===== src/rtl/sprx_pkg.sv =====
package sprx_pkg;
   typedef enum logic {
      ST_FILL = 1'b0,
      ST_HOLD = 1'b1
   } sprx_state_e;
endpackage


===== src/rtl/sprx_bit_timer.sv =====
module sprx_bit_timer #(
   parameter int OVERSAMPLE = 4,
   parameter int SAMPLE_AT  = 2
) (
   input  logic clk,
   input  logic rst_n,
   input  logic run,
   input  logic restart,
   output logic strobe
);
   localparam int  PH_W = (OVERSAMPLE > 2) ? $clog2(OVERSAMPLE) : 1;
   localparam bit  POW2 = (OVERSAMPLE == (1 << PH_W));

   logic [PH_W-1:0] phase;
   logic [PH_W-1:0] phase_nx;

   generate
      if (OVERSAMPLE < 2 || SAMPLE_AT < 0 || SAMPLE_AT >= OVERSAMPLE) begin : g_bad_cfg
         $error("sprx_bit_timer: sample phase must lie inside a period of at least two cycles");
      end
      if (POW2) begin : g_wrap
         assign phase_nx = phase + PH_W'(1);
      end else begin : g_cmp
         assign phase_nx = (phase == PH_W'(OVERSAMPLE - 1)) ? '0 : phase + PH_W'(1);
      end
   endgenerate

   assign strobe = run && (phase == PH_W'(SAMPLE_AT));

   always_ff @(posedge clk or negedge rst_n) begin
      if (!rst_n)       phase <= '0;
      else if (restart) phase <= '0;
      else if (run)     phase <= phase_nx;
   end

   // one sample per bit period
   assert_single_strobe_R2: assert property (@(posedge clk) disable iff (!rst_n)
      strobe |=> !strobe);
endmodule


===== src/rtl/sprx_packer.sv =====
module sprx_packer #(
   parameter int WORD_W = 4,
   parameter int ADDR_W = 6
) (
   input  logic              clk,
   input  logic              rst_n,
   input  logic              restart,
   input  logic              strobe,
   input  logic              bit_in,
   output logic              wr_fire,
   output logic [ADDR_W-1:0] wr_addr,
   output logic [WORD_W-1:0] wr_word,
   output logic              last_bit,
   output logic              code_bad
);
   localparam int SUB_W = (WORD_W > 2) ? $clog2(WORD_W) : 1;
   localparam int CNT_W = ADDR_W + SUB_W;

   logic [CNT_W-1:0]  cnt;
   logic [WORD_W-1:0] shreg;
   logic              pair_bad;

   generate
      if (WORD_W < 2 || WORD_W != (1 << SUB_W)) begin : g_bad_cfg
         $error("sprx_packer: word width must be a power of two so codewords never straddle words");
      end
   endgenerate

   assign wr_addr  = cnt[CNT_W-1:SUB_W];
   assign wr_word  = {bit_in, shreg[WORD_W-1:1]};
   assign wr_fire  = strobe && (cnt[SUB_W-1:0] == {SUB_W{1'b1}});
   assign last_bit = strobe && (cnt == {CNT_W{1'b1}});
   assign pair_bad = strobe && cnt[0] && (bit_in == shreg[WORD_W-1]);

   always_ff @(posedge clk or negedge rst_n) begin
      if (!rst_n) begin
         cnt      <= '0;
         shreg    <= '0;
         code_bad <= 1'b0;
      end else if (restart) begin
         cnt      <= '0;
         code_bad <= 1'b0;
      end else if (strobe) begin
         cnt   <= cnt + CNT_W'(1);
         shreg <= wr_word;
         if (pair_bad) code_bad <= 1'b1;
      end
   end

   assert_addr_step_R3: assert property (@(posedge clk) disable iff (!rst_n)
      (wr_fire && !last_bit && !restart) |=> (wr_addr == ADDR_W'($past(wr_addr) + ADDR_W'(1))));

   assert_err_sticky_R9: assert property (@(posedge clk) disable iff (!rst_n)
      (code_bad && !restart) |=> code_bad);
endmodule


===== src/rtl/sprx_word_store.sv =====
module sprx_word_store #(
   parameter int WORD_W = 4,
   parameter int ADDR_W = 6
) (
   input  logic              clk,
   input  logic              cs_n,
   input  logic              we_n,
   input  logic [ADDR_W-1:0] addr,
   input  logic [WORD_W-1:0] wdata,
   output logic [WORD_W-1:0] rdata
);
   localparam int DEPTH = 1 << ADDR_W;

   logic [WORD_W-1:0] mem [DEPTH];

   always_ff @(posedge clk) begin
      if (!cs_n && !we_n) mem[addr] <= wdata;
   end

   assign rdata = mem[addr];
endmodule


===== src/rtl/serial_pkt_rx.sv =====
module serial_pkt_rx
   import sprx_pkg::*;
#(
   parameter int ADDR_W     = 6,
   parameter int WORD_W     = 4,
   parameter int OVERSAMPLE = 4,
   parameter int SAMPLE_AT  = 2
) (
   input  logic              clk,
   input  logic              rst_n,
   input  logic              ser_in,
   input  logic              proc_ack,
   input  logic [ADDR_W-1:0] rd_addr,
   output logic              pkt_ready,
   output logic [WORD_W-1:0] rd_data,
   output logic              code_err,
   output logic              ram_cs_n,
   output logic              ram_we_n
);
   sprx_state_e       state;
   logic              hold;
   logic              restart;
   logic              strobe;
   logic              wr_fire;
   logic              last_bit;
   logic [ADDR_W-1:0] wr_addr;
   logic [ADDR_W-1:0] ram_addr;
   logic [WORD_W-1:0] wr_word;
   logic [WORD_W-1:0] ram_q;

   assign hold    = (state == ST_HOLD);
   assign restart = hold && proc_ack;

   always_ff @(posedge clk or negedge rst_n) begin
      if (!rst_n) state <= ST_FILL;
      else begin
         case (state)
            ST_FILL: if (last_bit) state <= ST_HOLD;
            ST_HOLD: if (proc_ack) state <= ST_FILL;
            default: state <= ST_FILL;
         endcase
      end
   end

   sprx_bit_timer #(.OVERSAMPLE(OVERSAMPLE), .SAMPLE_AT(SAMPLE_AT)) u_timer (
      .clk(clk), .rst_n(rst_n), .run(!hold), .restart(restart), .strobe(strobe)
   );

   sprx_packer #(.WORD_W(WORD_W), .ADDR_W(ADDR_W)) u_packer (
      .clk(clk), .rst_n(rst_n), .restart(restart), .strobe(strobe), .bit_in(ser_in),
      .wr_fire(wr_fire), .wr_addr(wr_addr), .wr_word(wr_word),
      .last_bit(last_bit), .code_bad(code_err)
   );

   assign ram_addr = hold ? rd_addr : wr_addr;
   assign ram_cs_n = !(wr_fire || hold);
   assign ram_we_n = !wr_fire;

   sprx_word_store #(.WORD_W(WORD_W), .ADDR_W(ADDR_W)) u_store (
      .clk(clk), .cs_n(ram_cs_n), .we_n(ram_we_n), .addr(ram_addr),
      .wdata(wr_word), .rdata(ram_q)
   );

   assign pkt_ready = hold;
   assign rd_data   = hold ? ram_q : '0;

   assert_ready_holds_R5: assert property (@(posedge clk) disable iff (!rst_n)
      (pkt_ready && !proc_ack) |=> pkt_ready);

   assert_ready_after_write_R4: assert property (@(posedge clk) disable iff (!rst_n)
      $rose(pkt_ready) |-> $past(!ram_we_n));

   assert_ack_release_R8: assert property (@(posedge clk) disable iff (!rst_n)
      (pkt_ready && proc_ack) |=> !pkt_ready);

   assert_err_clear_R9: assert property (@(posedge clk) disable iff (!rst_n)
      $fell(code_err) |-> $past(pkt_ready && proc_ack));

   assert_no_write_when_ready_R6: assert property (@(posedge clk) disable iff (!rst_n)
      pkt_ready |-> (ram_we_n && !ram_cs_n));
endmodule


===== config.mk =====
export PLATFORM = sky130hd
export DESIGN_NAME = serial_pkt_rx
export DESIGN_NICKNAME = d
export VERILOG_FILES = /design/src/rtl/sprx_pkg.sv /design/src/rtl/sprx_bit_timer.sv /design/src/rtl/sprx_packer.sv /design/src/rtl/sprx_word_store.sv /design/src/rtl/serial_pkt_rx.sv
export SDC_FILE = /design/constraint.sdc
export NUM_CORES = 1
export LEC_CHECK = 0
export ABC_AREA = 1
export CAP_MARGIN = 20
export CORE_UTILIZATION = 50
export DETAILED_ROUTE_END_ITERATION = 12
export GPL_TIMING_DRIVEN = 0
export PLACE_DENSITY = 0.69
export SLEW_MARGIN = 10
export SYNTH_ARGS = -nofsm -noshare
export SYNTH_HDL_FRONTEND = slang
export SYNTH_SLANG_ARGS = --single-unit

===== constraint.sdc =====
create_clock -name clk -period 2.43 [get_ports clk]
set_input_delay 0.243 -clock clk [delete_from_list [all_inputs] [get_ports clk]]
set_output_delay 0.243 -clock clk [all_outputs]
set_load 0.02 [all_outputs]

==> results by group <==
Setup path
  – Worst EP arrival: 2.71 ns
  – Depth of the most critical reg-to-reg path: 8
  – RR Endpoint: u_store.mem[41][1]
  – Endpoint class of the critical path: output port
  – Reg-to-reg startpoint: pkt_ready
  – Worst reg-to-reg setup slack: -0.07 ns
  – Worst setup path category: flop to output port
  – Data required time at the worst endpoint: 2.19 ns
  – Highest net fanout along the worst path: 10
  – Critical path startpoint category: flop
  – Launch point of the critical path: pkt_ready

Clocking
  – Clk Latency, worst-skew pair: 0.55 ns
  – Clock sink count: 271
  – Clk root buf: sky130_fd_sc_hd__clkbuf_16
  – CTS Buf Count: 28
  – H-tree lvl count: 1
  – Clock tree buffer depth: 3
  – Clock-pin slew on the worst setup and hold paths: 0.06 ns
  – Clock tree from TritonCTS: built

Power
  – Total chip power: 17.0 mW
  – Cell-internal power: 10.8 mW
  – Switching power of the nets: 6.18 mW
  – Switching share of total power: 36.3%
  – Peak supply drop: 0.000789 V
  – Share of total power in combinational logic: 38.7%
  – Power density normalized to cell area: 1140 nW/µm²
  – Static leakage: 5.94 nW
  – Sequential share of power: 34.9%
  – Part of the total power dissipated in the clock network: 26.4%

Die
  – Number of top-level pins: 18
  – Die ar.: 24200 µm²
  – Die width: 156 µm
  – Vertical extent of the die: 156 µm
  – Floorplan row count: 55
  – Starting utilization of the core area: 51.5%
  – Core outline area: 22900 µm²

Route
  – Uppermost layer routed: met4
  – Count of antenna-violating nets left after detailed routing: 0
  – Vias per cell: 5.68
  – Vias: 9004
  – Detailed-router iteration count before antenna repair: 6
  – Routed wire length on met3: 3.94 mm
  – Total met2 wirelength after detailed routing: 16.2 mm
  – Average detailed-routed wire length per instance: 22.2 µm
  – Residual DRC count: 0
  – Wire length reported by the detailed router: 35.1 mm
  – Iteration-0 DRC count of the detailed router: 1242
  – Metal-1 WL: 13.2 mm

Synth
  – Synth Warn #: 0
  – Synth Area per Inst: 10.3 µm²
  – Number of nets produced by synthesis: 1163
  – Flops & latches, synth: 271
  – Cell area after synthesis: 11800 µm²
  – Sequential cell area fraction in the yosys report: 68.3%
  – Count of mapped cells out of synthesis: 1151
  – Unique cell type count in the Yosys netlist: 34

Placed design
  – Routability congestion estimate: 0.964
  – HPWL reported at the end of detailed placement: 20.1 mm
  – Cell area after placement: 12400 µm²
  – Count of buffers inserted at the top-level ports: 17

Status
  – Violated checks: setup timing
  – Status: finished with violations

Flow run
  – Max-capacitance violation count: 0

STA
  – Final Hold Vio Count: 0
  – Smallest setup slack after layout: -0.528 ns
  – Setup TNS: -2.73 ns
  – Fmax achieved: 338 MHz
  – Unrepaired setup endpoints after global routing: yes
  – Shortest period the worst path allows: 2.96 ns
  – Max-slew headroom: 52.8%
  – Number of pins with negative max-slew slack in the final report: 0
  – Largest clock skew in the final design: 0.0149 ns
  – Final count of negative-setup-slack endpoints: 24
  – Transition time at the pin with the least slew margin: 0.706 ns
  – Final worst path period share: 122%

Global routing
  – Wire length of the first global-routing pass: 49.0 mm
  – Gr usage total: 27.8%
  – Initial antenna violation count: 0
  – Final global-route overflow total: 0
  – Largest net degree at the start of global routing: 46
  – Vias in the first global route: 8291

Finish
  – N_diodes: 0
  – Most common cell after layout, fill and taps aside: sky130_fd_sc_hd__nand2_1
  – Proportion of layout cells with a drive suffix above 1: 23.3%
  – Nets: 1261
  – Layout overhead on the synthesized area: 26.6%
  – Finished Cell Area: 14900 µm²
  – Commonest cells after routing, fill and taps aside: 411 x sky130_fd_sc_hd__nand2_1, 256 x sky130_fd_sc_hd__edfxtp_1, 92 x sky130_fd_sc_hd__inv_1, 66 x sky130_fd_sc_hd__nand3_1, 54 x sky130_fd_sc_hd__nor2_1

Min path
  – Worst hold path class: primary input to asynchronous set/reset pin
-- timing repair --
action | in CTS | in global routing
gates cloned | 2 | 7
resized for setup | 191 | 140
setup endpoints to repair | 262 | 153
pin swaps | 15 | 49
buffers inserted | 14 | 28
hold buffers | 0 | 0
-- synthesized netlist by cell type --
cell                       number  area, µm²
sky130_fd_sc_hd__o31ai_1        1       7.51
sky130_fd_sc_hd__or2_2          1       6.26
sky130_fd_sc_hd__ha_1           2       25.0
sky130_fd_sc_hd__a21oi_1        6       30.0
sky130_fd_sc_hd__nand4_1        5       31.3
sky130_fd_sc_hd__xnor2_1        1       8.76
sky130_fd_sc_hd__nand3_1       83        415
sky130_fd_sc_hd__nand2_4        2       22.5
sky130_fd_sc_hd__buf_2         30        150
sky130_fd_sc_hd__inv_2          8       30.0
sky130_fd_sc_hd__nor2_1       113        424
sky130_fd_sc_hd__o21ai_2        3       26.3
sky130_fd_sc_hd__mux2i_1        1       10.0
sky130_fd_sc_hd__buf_4          7       52.6
sky130_fd_sc_hd__nand2_2       10       62.6
sky130_fd_sc_hd__buf_6          3       33.8
sky130_fd_sc_hd__nor2_4         1       11.3
sky130_fd_sc_hd__a22o_1         1       8.76
sky130_fd_sc_hd__o21ai_0       34        170
sky130_fd_sc_hd__nor4_1         2       12.5
sky130_fd_sc_hd__nand2_1      435       1630
sky130_fd_sc_hd__dfrtp_1       15        375
sky130_fd_sc_hd__buf_1          1       3.75
sky130_fd_sc_hd__nor2_2         1       6.26
sky130_fd_sc_hd__o22ai_1        3       18.8
sky130_fd_sc_hd__nand3b_1       8       60.1
sky130_fd_sc_hd__nand3_2        1       10.0
sky130_fd_sc_hd__edfxtp_1     256       7690
sky130_fd_sc_hd__nor3_2         1       10.0
sky130_fd_sc_hd__or2_1          3       18.8
sky130_fd_sc_hd__a31oi_1        1       6.26
sky130_fd_sc_hd__clkbuf_1       5       18.8
sky130_fd_sc_hd__inv_1         96        360
sky130_fd_sc_hd__o21ai_1       11       55.1
-- worst max path at each step --
stage                               endpoint
after floorplan           u_store.mem[40][0]
after global placement            rd_data[0]
after detailed placement          rd_data[0]
after CTS                         rd_data[0]
after global routing              rd_data[3]
final                             rd_data[2]
-- layout make-up --
class                   instances  area [µm²]
flip-flops and latches        271        8070
fillers                      1661        7980
multi-input cells             730        3690
repair buffers                 72         818
clock buffers                  36         816
plain buffers                  42         588
inverters                     104         403
well taps                     313         392
clock inverters                16         166
-- kinds of logic after synthesis --
group                      after synthesis  synth area share [%]
and+or+nand+nor                        666                  23.1
DFF                                    271                  68.3
buffers and inverters                  150                  5.50
AOI/OAI and AO/OA                       60                  2.74
adders and majority gates                2                 0.212
xor gates and xnor gates                 1                0.0742
muxes                                    1                0.0848
-- registers in the layout, summed over array words and instances (netlist names) --
name,count
u_packer.shreg,3
u_timer.phase,2
u_packer.cnt,8
u_store.mem,256
pkt_ready,1
u_packer.code_bad,1
-- through the flow --
stage | hold WS, ns | worst slack, ns | instances | util [%]
after floorplan | -0.0526 | 0.211 | 1151 | -
after global placement | 0.485 | -1.05 | 1481 | 54.0
after detailed placement | 0.506 | -1.04 | 1485 | 54.3
after CTS | 0.124 | -0.435 | 1553 | 61.7
after global routing | 0.175 | -0.549 | 1584 | 65.2
final | 0.120 | -0.528 | 1584 | 65.2
-- metal layers --
metal  up-vias  GRT usage (%)
met2       576           44.3
met1      4313           37.3
li1       3990              -
met5         -              0
met3       125           5.22
met4         0           12.0
-- power by group through the flow --
stage | clock (mW) | sequential [mW] | combinational (mW)
after global placement | 0 | 6.35 | 3.83
after global routing | 4.69 | 5.95 | 6.89
after floorplan | 0 | 6.05 | 2.48
after detailed placement | 0 | 6.02 | 4.30
after CTS | 4.51 | 5.93 | 5.29
final | 4.50 | 5.94 | 6.59
-- critical path, stage by stage (launching register included) --
cell and delay (ns):
sky130_fd_sc_hd__dfrtp_2 0.43, sky130_fd_sc_hd__buf_6 0.15, sky130_fd_sc_hd__nand2_4 0.06, sky130_fd_sc_hd__nand2_8 0.10, sky130_fd_sc_hd__buf_12 0.15, sky130_fd_sc_hd__buf_4 0.12
sky130_fd_sc_hd__buf_12 0.14, sky130_fd_sc_hd__nand2_1 0.06, sky130_fd_sc_hd__nand3_1 0.09, sky130_fd_sc_hd__nand2_1 0.10, sky130_fd_sc_hd__o21ai_2 0.23, sky130_fd_sc_hd__nand4_1 0.16
sky130_fd_sc_hd__nor2_2 0.22, sky130_fd_sc_hd__buf_6 0.15
(Power assumes the default switching activity.)
